### config.mk
export PLATFORM = sky130hd
export DESIGN_NAME = sec_watchdog
export DESIGN_NICKNAME = d
export VERILOG_FILES = /design/src/rtl/wdt_pkg.sv /design/src/rtl/wdt_regfile.sv /design/src/rtl/wdt_window_dec.sv /design/src/rtl/wdt_core.sv /design/src/rtl/sec_watchdog.sv
export SDC_FILE = /design/constraint.sdc
export NUM_CORES = 1
export LEC_CHECK = 0
export BUFFER_PORTS_ARGS = -buffer_cell sky130_fd_sc_hd__clkbuf_2
export CAP_MARGIN = 20
export CELL_PAD_IN_SITES_DETAIL_PLACEMENT = 1
export CELL_PAD_IN_SITES_GLOBAL_PLACEMENT = 2
export CORE_UTILIZATION = 27
export DETAILED_ROUTE_END_ITERATION = 6
export GPL_TIMING_DRIVEN = 1
export PLACE_DENSITY = 0.88
export SLEW_MARGIN = 20
export SYNTH_ARGS = -nofsm -noshare
export SYNTH_HDL_FRONTEND = slang
export SYNTH_SLANG_ARGS = --single-unit
### constraint.sdc
create_clock -name clk -period 3.58 [get_ports clk]
set_input_delay 0.358 -clock clk [delete_from_list [all_inputs] [get_ports clk]]
set_output_delay 0.358 -clock clk [all_outputs]
set_load 0.02 [all_outputs]
### src/rtl/wdt_pkg.sv
package wdt_pkg;
  localparam int CODE_W   = 4;
  localparam int ACT_W    = 2;
  localparam int CODE_MIN = 3;
  localparam int CODE_MAX = 10;
  localparam int CNT_W    = CODE_MAX - CODE_MIN + 1;

  localparam logic [15:0] OFS_WINDOW = 16'h3004;
  localparam logic [15:0] OFS_ACTION = 16'h3008;
  localparam logic [15:0] OFS_CTRL   = 16'h300C;

  localparam int BIT_RUN  = 0;
  localparam int BIT_KICK = 1;
  localparam int BIT_ACK  = 8;

  localparam logic [ACT_W-1:0] ACT_IRQ_ONLY = 2'd2;

  typedef enum logic [1:0] {
    SEL_NONE,
    SEL_WINDOW,
    SEL_ACTION,
    SEL_CTRL
  } reg_sel_e;
endpackage

### src/rtl/wdt_regfile.sv
module wdt_regfile
  import wdt_pkg::*;
#(
  parameter int ADDR_W = 16,
  parameter int DATA_W = 32
) (
  input  logic              clk,
  input  logic              rst_n,
  input  logic              req_valid,
  input  logic              req_write,
  input  logic [ADDR_W-1:0] req_addr,
  input  logic [DATA_W-1:0] req_wdata,
  input  logic              ack_flag,
  output logic              rsp_valid,
  output logic [DATA_W-1:0] rsp_rdata,
  output logic [CODE_W-1:0] window_code,
  output logic [ACT_W-1:0]  action_sel,
  output logic              run_q,
  output logic              kick_q
);
  reg_sel_e          sel;
  logic [DATA_W-1:0] rd_mux;
  logic              wr_go;
  logic              rd_go;

  assign wr_go = req_valid && req_write;
  assign rd_go = req_valid && !req_write;

  always_comb begin
    sel = SEL_NONE;
    if (req_addr == ADDR_W'(OFS_WINDOW))      sel = SEL_WINDOW;
    else if (req_addr == ADDR_W'(OFS_ACTION)) sel = SEL_ACTION;
    else if (req_addr == ADDR_W'(OFS_CTRL))   sel = SEL_CTRL;
  end

  always_ff @(posedge clk) begin
    if (!rst_n) begin
      window_code <= '0;
      action_sel  <= '0;
      run_q       <= 1'b0;
      kick_q      <= 1'b0;
    end else begin
      kick_q <= 1'b0;
      if (wr_go) begin
        case (sel)
          SEL_WINDOW: window_code <= req_wdata[CODE_W-1:0];
          SEL_ACTION: action_sel  <= req_wdata[ACT_W-1:0];
          SEL_CTRL: begin
            run_q  <= req_wdata[BIT_RUN];
            kick_q <= req_wdata[BIT_RUN] && (req_wdata[BIT_KICK] || !run_q);
          end
          default: ;
        endcase
      end
    end
  end

  always_comb begin
    rd_mux = '0;
    case (sel)
      SEL_WINDOW: rd_mux[CODE_W-1:0] = window_code;
      SEL_ACTION: rd_mux[ACT_W-1:0]  = action_sel;
      SEL_CTRL: begin
        rd_mux[BIT_RUN] = run_q;
        rd_mux[BIT_ACK] = ack_flag;
      end
      default: rd_mux = '0;
    endcase
  end

  always_ff @(posedge clk) begin
    if (!rst_n) begin
      rsp_valid <= 1'b0;
      rsp_rdata <= '0;
    end else begin
      rsp_valid <= rd_go;
      if (rd_go) rsp_rdata <= rd_mux;
    end
  end
endmodule

### src/rtl/wdt_window_dec.sv
module wdt_window_dec #(
  parameter int CODE_W   = 4,
  parameter int CODE_MIN = 3,
  parameter int CODE_MAX = 10,
  parameter int CNT_W    = 8
) (
  input  logic [CODE_W-1:0] code,
  output logic [CNT_W-1:0]  limit
);
  localparam int N_CODES = 2 ** CODE_W;

  logic [CNT_W-1:0] table_q [N_CODES];

  for (genvar g = 0; g < N_CODES; g++) begin : g_tbl
    localparam int CLAMPED = (g < CODE_MIN) ? CODE_MIN : ((g > CODE_MAX) ? CODE_MAX : g);
    assign table_q[g] = CNT_W'(1) << (CLAMPED - CODE_MIN);
  end

  assign limit = table_q[code];
endmodule

### src/rtl/wdt_core.sv
module wdt_core #(
  parameter int CNT_W       = 8,
  parameter int SYNC_STAGES = 2
) (
  input  logic             clk,
  input  logic             rst_n,
  input  logic             run,
  input  logic             kick,
  input  logic             tick,
  input  logic [CNT_W-1:0] limit,
  input  logic             irq_only,
  output logic             ack_flag,
  output logic             irq,
  output logic             rst_req
);
  localparam int PIPE_W = (SYNC_STAGES > 1) ? SYNC_STAGES - 1 : 1;

  logic [CNT_W-1:0]  cnt;
  logic [CNT_W-1:0]  limit_q;
  logic [CNT_W-1:0]  cnt_nxt;
  logic [PIPE_W-1:0] pipe;

  assign cnt_nxt = cnt + 1'b1;

  always_ff @(posedge clk) begin
    if (!rst_n || !run) begin
      pipe     <= '0;
      ack_flag <= 1'b0;
    end else begin
      pipe[0] <= kick;
      for (int i = 1; i < PIPE_W; i++) pipe[i] <= pipe[i-1];
      if (pipe[PIPE_W-1]) ack_flag <= 1'b1;
    end
  end

  always_ff @(posedge clk) begin
    if (!rst_n || !run) begin
      cnt     <= '0;
      limit_q <= '0;
      irq     <= 1'b0;
      rst_req <= 1'b0;
    end else if (kick) begin
      cnt     <= '0;
      limit_q <= limit;
      irq     <= 1'b0;
      rst_req <= 1'b0;
    end else if (tick && !irq) begin
      if (cnt_nxt == limit_q) begin
        irq     <= 1'b1;
        rst_req <= !irq_only;
      end
      cnt <= cnt_nxt;
    end
  end
endmodule

### src/rtl/sec_watchdog.sv
module sec_watchdog
  import wdt_pkg::*;
#(
  parameter int ADDR_W = 16,
  parameter int DATA_W = 32
) (
  input  logic              clk,
  input  logic              rst_n,
  input  logic              req_valid,
  input  logic              req_write,
  input  logic [ADDR_W-1:0] req_addr,
  input  logic [DATA_W-1:0] req_wdata,
  output logic              rsp_valid,
  output logic [DATA_W-1:0] rsp_rdata,
  input  logic              sec_tick,
  output logic              wdt_irq,
  output logic              wdt_rst_req
);
  logic [CODE_W-1:0] window_code;
  logic [ACT_W-1:0]  action_sel;
  logic              wd_run;
  logic              wd_kick;
  logic              wd_ack;
  logic [CNT_W-1:0]  limit;

  wdt_regfile #(.ADDR_W(ADDR_W), .DATA_W(DATA_W)) u_regs (
    .clk         (clk),
    .rst_n       (rst_n),
    .req_valid   (req_valid),
    .req_write   (req_write),
    .req_addr    (req_addr),
    .req_wdata   (req_wdata),
    .ack_flag    (wd_ack),
    .rsp_valid   (rsp_valid),
    .rsp_rdata   (rsp_rdata),
    .window_code (window_code),
    .action_sel  (action_sel),
    .run_q       (wd_run),
    .kick_q      (wd_kick)
  );

  wdt_window_dec #(
    .CODE_W(CODE_W), .CODE_MIN(CODE_MIN), .CODE_MAX(CODE_MAX), .CNT_W(CNT_W)
  ) u_dec (
    .code  (window_code),
    .limit (limit)
  );

  wdt_core #(.CNT_W(CNT_W), .SYNC_STAGES(2)) u_core (
    .clk      (clk),
    .rst_n    (rst_n),
    .run      (wd_run),
    .kick     (wd_kick),
    .tick     (sec_tick),
    .limit    (limit),
    .irq_only (action_sel == ACT_IRQ_ONLY),
    .ack_flag (wd_ack),
    .irq      (wdt_irq),
    .rst_req  (wdt_rst_req)
  );
endmodule

After elaboration in Yosys (flattened, before gate mapping)
Memory sizes are Yosys's and may differ from the RTL's. A register that Yosys moved wholly into a read port is not among the register bits.
Index checks and enable logic that the tools add are counted.

storage, ports and cells
  bits in registers = 26
  memory bits (read-only) = 128
  input bits = 53
  output and inout bits = 35
  memories kept = 1
  bits in writable memories = 0
  latch bits = 0

operators by class
  $mul = 0
  add/subtract/negate cells = 1
  reduce and logical (&&, ||, !) cells = 17
  mux-type cells = 7
  bitwise gates (word level) = 1
  magnitude comparators = 0
  equal/unequal tests = 8
  shifts and indexed selects = 0
  div/mod/pow operators = 0

memory list
  name              words  bits a word  rd ports  clocked after memory_dff  wr ports  RTL line              RTL
  (name not given)  16     8            1         1                         0         wdt_window_dec.sv:19  assign limit = table_q[code];

operator list
  kind                    number
  $eq A16 B14 Y1 const B  3
  $add A8 B1 Y8 const B   1
  $eq A8 B8 Y1            1
  $mux W2                 4
  $reduce_and A2 Y1       4
  $eq A2 B2 Y1 const B    3
  $logic_not A1 Y1        5
  $not A4 Y5              1
  $logic_and A1 B1 Y1     4
  $pmux W1 S3             1
  $reduce_and A3 Y1       1
  $eq A2 B1 Y1 const B    1
  $logic_or A1 B1 Y1      2
  $pmux W1 S2             1
  $reduce_or A2 Y1        1
  $mux W1                 1

Longest topological paths before layout
  word-level depth = 6
  depth in mapped cells = 10

Modules after synthesis
A second synthesis with hierarchy kept.

second synthesis, totals
  cell total of the unflattened synthesis = 203
  area, all modules = 1868.0 um2

modules (own cells, without submodules)
  module          times used  sequential area each (um2)  cells each  area each (um2)
  wdt_core        1           400.4                       98          938.4
  wdt_regfile     1           280.3                       96          839.6
  wdt_window_dec  1           0.0                         8           76.3
  sec_watchdog    1           0.0                         1           13.8

Worst setup path after synthesis
OpenSTA, ideal clock, no wires.

  path kind = input port to flip-flop
  from = input port req_addr[9]
  to = register u_regs.rsp_rdata[0]
  library setup time = 0.115 ns
  slack = 1.294 ns
  arrival = 2.171 ns
  stages = 9
  cell sequence = or4_1 > nor4b_1 > and2_1 > inv_1 > ha_1 > a222oi_1 > nor3_1 > a21oi_1 > nor2b_1

between the ends
  longest elaborated chain between the ends = 6

ends and longest elaborated chain
  element                                       RTL line            RTL
  start, declared                               sec_watchdog.sv:11  input logic [ADDR_W-1:0] req_addr,
  $eq A16 B14 Y1                                wdt_regfile.sv:33   else if (req_addr == ADDR_W'(OFS_CTRL)) sel = SEL_CTRL;
  $mux W2                                       wdt_regfile.sv:33
  $mux W2                                       wdt_regfile.sv:32   else if (req_addr == ADDR_W'(OFS_ACTION)) sel = SEL_ACTION;
  $mux W2 *                                     wdt_regfile.sv:31   if (req_addr == ADDR_W'(OFS_WINDOW)) sel = SEL_WINDOW;
  $eq A2 B2 Y1 or $eq A2 B1 Y1 (tied branches)  wdt_regfile.sv:60   case (sel)
  $pmux W1 S3 *                                 wdt_regfile.sv:60
  end signal, assigned                          wdt_regfile.sv:77   if (rd_go) rsp_rdata <= rd_mux;
  end, declared                                 wdt_regfile.sv:15   output logic [DATA_W-1:0] rsp_rdata,

Mark *: on every way between the ends. The rest lies on a longest branch, timed or not.
A chain may end at the register's enable or synchronous reset.

Worst setup path after layout
Same ends and word-level chain as after synthesis.

==> reports/results.ini <==
[outcome]
status = finished clean

[yosys]
yosys.area.top_type = dfxtp_1
syn_avg_cell_area_um2 = 8.740
syn_area_um2 = 1800
ys_types = 34
synth_top_area_frac = 0.3780
async_flop_share = 0
yosys_warnings = 0
synth_edf_count = 0
ys.flop_type = dfxtp_1
synth_seq_cells = 34
syn_inst = 206
synth.area.top_cells = dfxtp_1 38%, buf_4 11%, mux2i_1 5.0%
ys_seq_area_frac = 0.3780

[cts]
clock_latency_ns = 0.29
cts_resized = 0
clk_pin_slew_worst_paths_ns = 0.07
htreeDepth = 2
cts_buffer_depth = 2
cts_tree = done
cts_buffers = 5
cts_setup_buffers = 0
cts_sinks = 34
cts_hold_buf = 0
root_buffer = clkbuf_8

[timing]
tns_ns = 0
setup_viol = 0
skew_ns = 0.002208
slew_viol_final = 0
period_share = 0.6310
min_period_ns = 2.259
fmax_ghz = 0.4427
tightest_slew_ns = 0.5124
grt_setup_unrepaired = false
max-slew-margin-rel = 0.6571
hold_viol = 0

[critical_path]
critPathLaunchType = input port
crit_type = in -> reg
crit_required_ns = 3.76
crit_family = simple AND/OR/NAND/NOR gates
endpoint_kind = register
path_max_fanout = 3
rr_endpoint = u_core.rst_req
rrSetupSlack_ns = 1.77
r2r-start = u_core.cnt[5]
crit_arrival_ns = 2.44
critPathMaxStageDelay_ns = 0.50
critPathBufInv = 2
r2r_cells = 5
worstPathCellList = clkbuf_2, or4_1, nor4b_1, and2_1, inv_1, ha_1, a222oi_1, nor3_1, a21oi_1, nor2b_1
crit_slowest_cell = or4_1

[floorplan]
die_height_um = 83.66
core_um2 = 6386
die_x_um = 83.66
die_area_um2 = 6999
rows = 29
initial_core_util = 0.2819
io_pins = 88

[placed_design]
placed_cell_area_um2 = 1941
dp_hpwl_mm = 3.002
gp_congestion = 0.7227
io_buffer_count = 32
dp_cells = 311

[final_layout]
finalNetCount = 299
final_area_um2 = 2032
instances_no_fill = 319
syn_to_final_growth_pct = 12.86
fin_util = 0.3182
final_common_cell = dfxtp_1
antennaDiodeCount = 0
multi_input_area_um2 = 980.9
drive_gt1_frac = 0.1653
seq_area_um2 = 680.7
fillers = 779
layout_common_cells = 34 x dfxtp_1, 32 x clkbuf_2, 27 x conb_1

[route]
postRouteAntennaNets = 0
drc = 0
first_pass_iters = 4
via_per_inst = 4.401
drt_iter0_drc = 28
wire_per_inst_um = 11.89
totalWireLength_mm = 3.792
via_count = 1404

[hold_path]
whs_path_depth = 3
hp-start = req_wdata[0]
hp-class = in -> reg
hold_end = u_regs.kick_q

[power]
power_density_nw_per_um2 = 356.5
ir_worst_vdd_mv = 0.1880
power.leakage_nw = 0.8393

[global_routing]
grt_max_degree = 17
grt.overflow.total = 0
antenna_found_initial = 0
grt_use_total = 0.1128
grt_pass1_vias = 1382
grt_first_pass_wirelength_mm = 6.320

[job]
max_cap_violations = 0

-- state kept, by name, summed over array words and instances (netlist names) --
name                count
u_core.ack_flag         1
u_core.cnt              8
u_core.irq              1
u_core.limit_q          8
u_core.pipe             1
u_core.rst_req          1
u_regs.action_sel       2
u_regs.kick_q           1
u_regs.rsp_rdata        5
u_regs.rsp_valid        1
u_regs.run_q            1
u_regs.window_code      4
-- logic make-up after synthesis --
kind of cell | synth area share
muxes | 0.05004
DFF | 0.3780
and+or+nand+nor | 0.2266
AOI/OAI and AO/OA | 0.09938
adders and majority gates | 0.03475
other | 0.002083
buffers and inverters | 0.1313
xor gates and xnor gates | 0.07783
-- cells in the mapped netlist (2+ instances only) --
library cell  count
a21boi_0          4
a21oi_1           8
a32o_1            2
and2_1            3
and3_1            2
buf_4            27
clkbuf_1          3
dfxtp_1          34
ha_1              5
inv_1             6
mux2i_1           9
nand2_1          16
nand2b_1          6
nand3_1          11
nor2_1           12
nor2b_1          11
nor3_1            3
nor4_1            2
nor4b_1           3
o21ai_0           9
or3_1             3
xnor2_1          10
xor2_1            6
-- worst register-to-register path: cells and delay by family, from the launching register on --
family	cells	cell delay, ns
muxes	1	0.17
and+or+nand+nor	1	0.37
DFF	1	0.44
AOI/OAI and AO/OA	3	0.71
-- report_power, final --
group	leakage, nW	switching (mW)	internal [mW]
registers	0.274	0.0000926	0.378
clock network	0.0482	0.140	0.155
logic	0.517	0.0373	0.0137
total	0.839	0.177	0.547
-- worst max path at each step --
stage	cells past startpoint	slack (ns)	startpoint	to
floorplan	9	1.29	req_addr[9]	u_regs.rsp_rdata[0]
global placement	10	1.03	req_addr[9]	u_regs.rsp_rdata[0]
detailed placement	10	0.99	req_addr[9]	u_regs.rsp_rdata[0]
CTS	10	1.29	req_addr[9]	u_regs.rsp_rdata[0]
global route	10	1.13	req_addr[9]	u_regs.rsp_rdata[0]
finish	10	1.32	req_addr[9]	u_regs.rsp_rdata[0]
-- through the flow --
step	hold WS, ns	worst slack [ns]	power, mW
floorplan	0.4114	1.294	0.4431
global placement	0.4271	1.030	0.4377
detailed placement	0.4363	0.9856	0.4380
CTS	0.3136	1.291	0.7362
global route	0.3320	1.126	0.7559
finish	0.3279	1.321	0.7243
-- metal layers --
metal / vias up / share of wire / track usage
met1: 646 / 0.44 / 0.1303
met4: 0 / 0.0082 / 0.03236
li1: 714 / - / -
met3: 4 / 0.048 / 0.03858
met5: - / 0 / 0
met2: 40 / 0.50 / 0.1966
-- area by class of cell --
| type | count | area share |
|---|---|---|
| multi-input cells | 162 | 0.4828 |
| flip-flops and latches | 34 | 0.3350 |
| repair buffers | 32 | 0.07882 |
| well taps | 77 | 0.04741 |
| clock buffers | 7 | 0.04249 |
| inverters | 6 | 0.01108 |
| clock inverters | 1 | 0.002463 |
(Power assumes the default switching activity.)
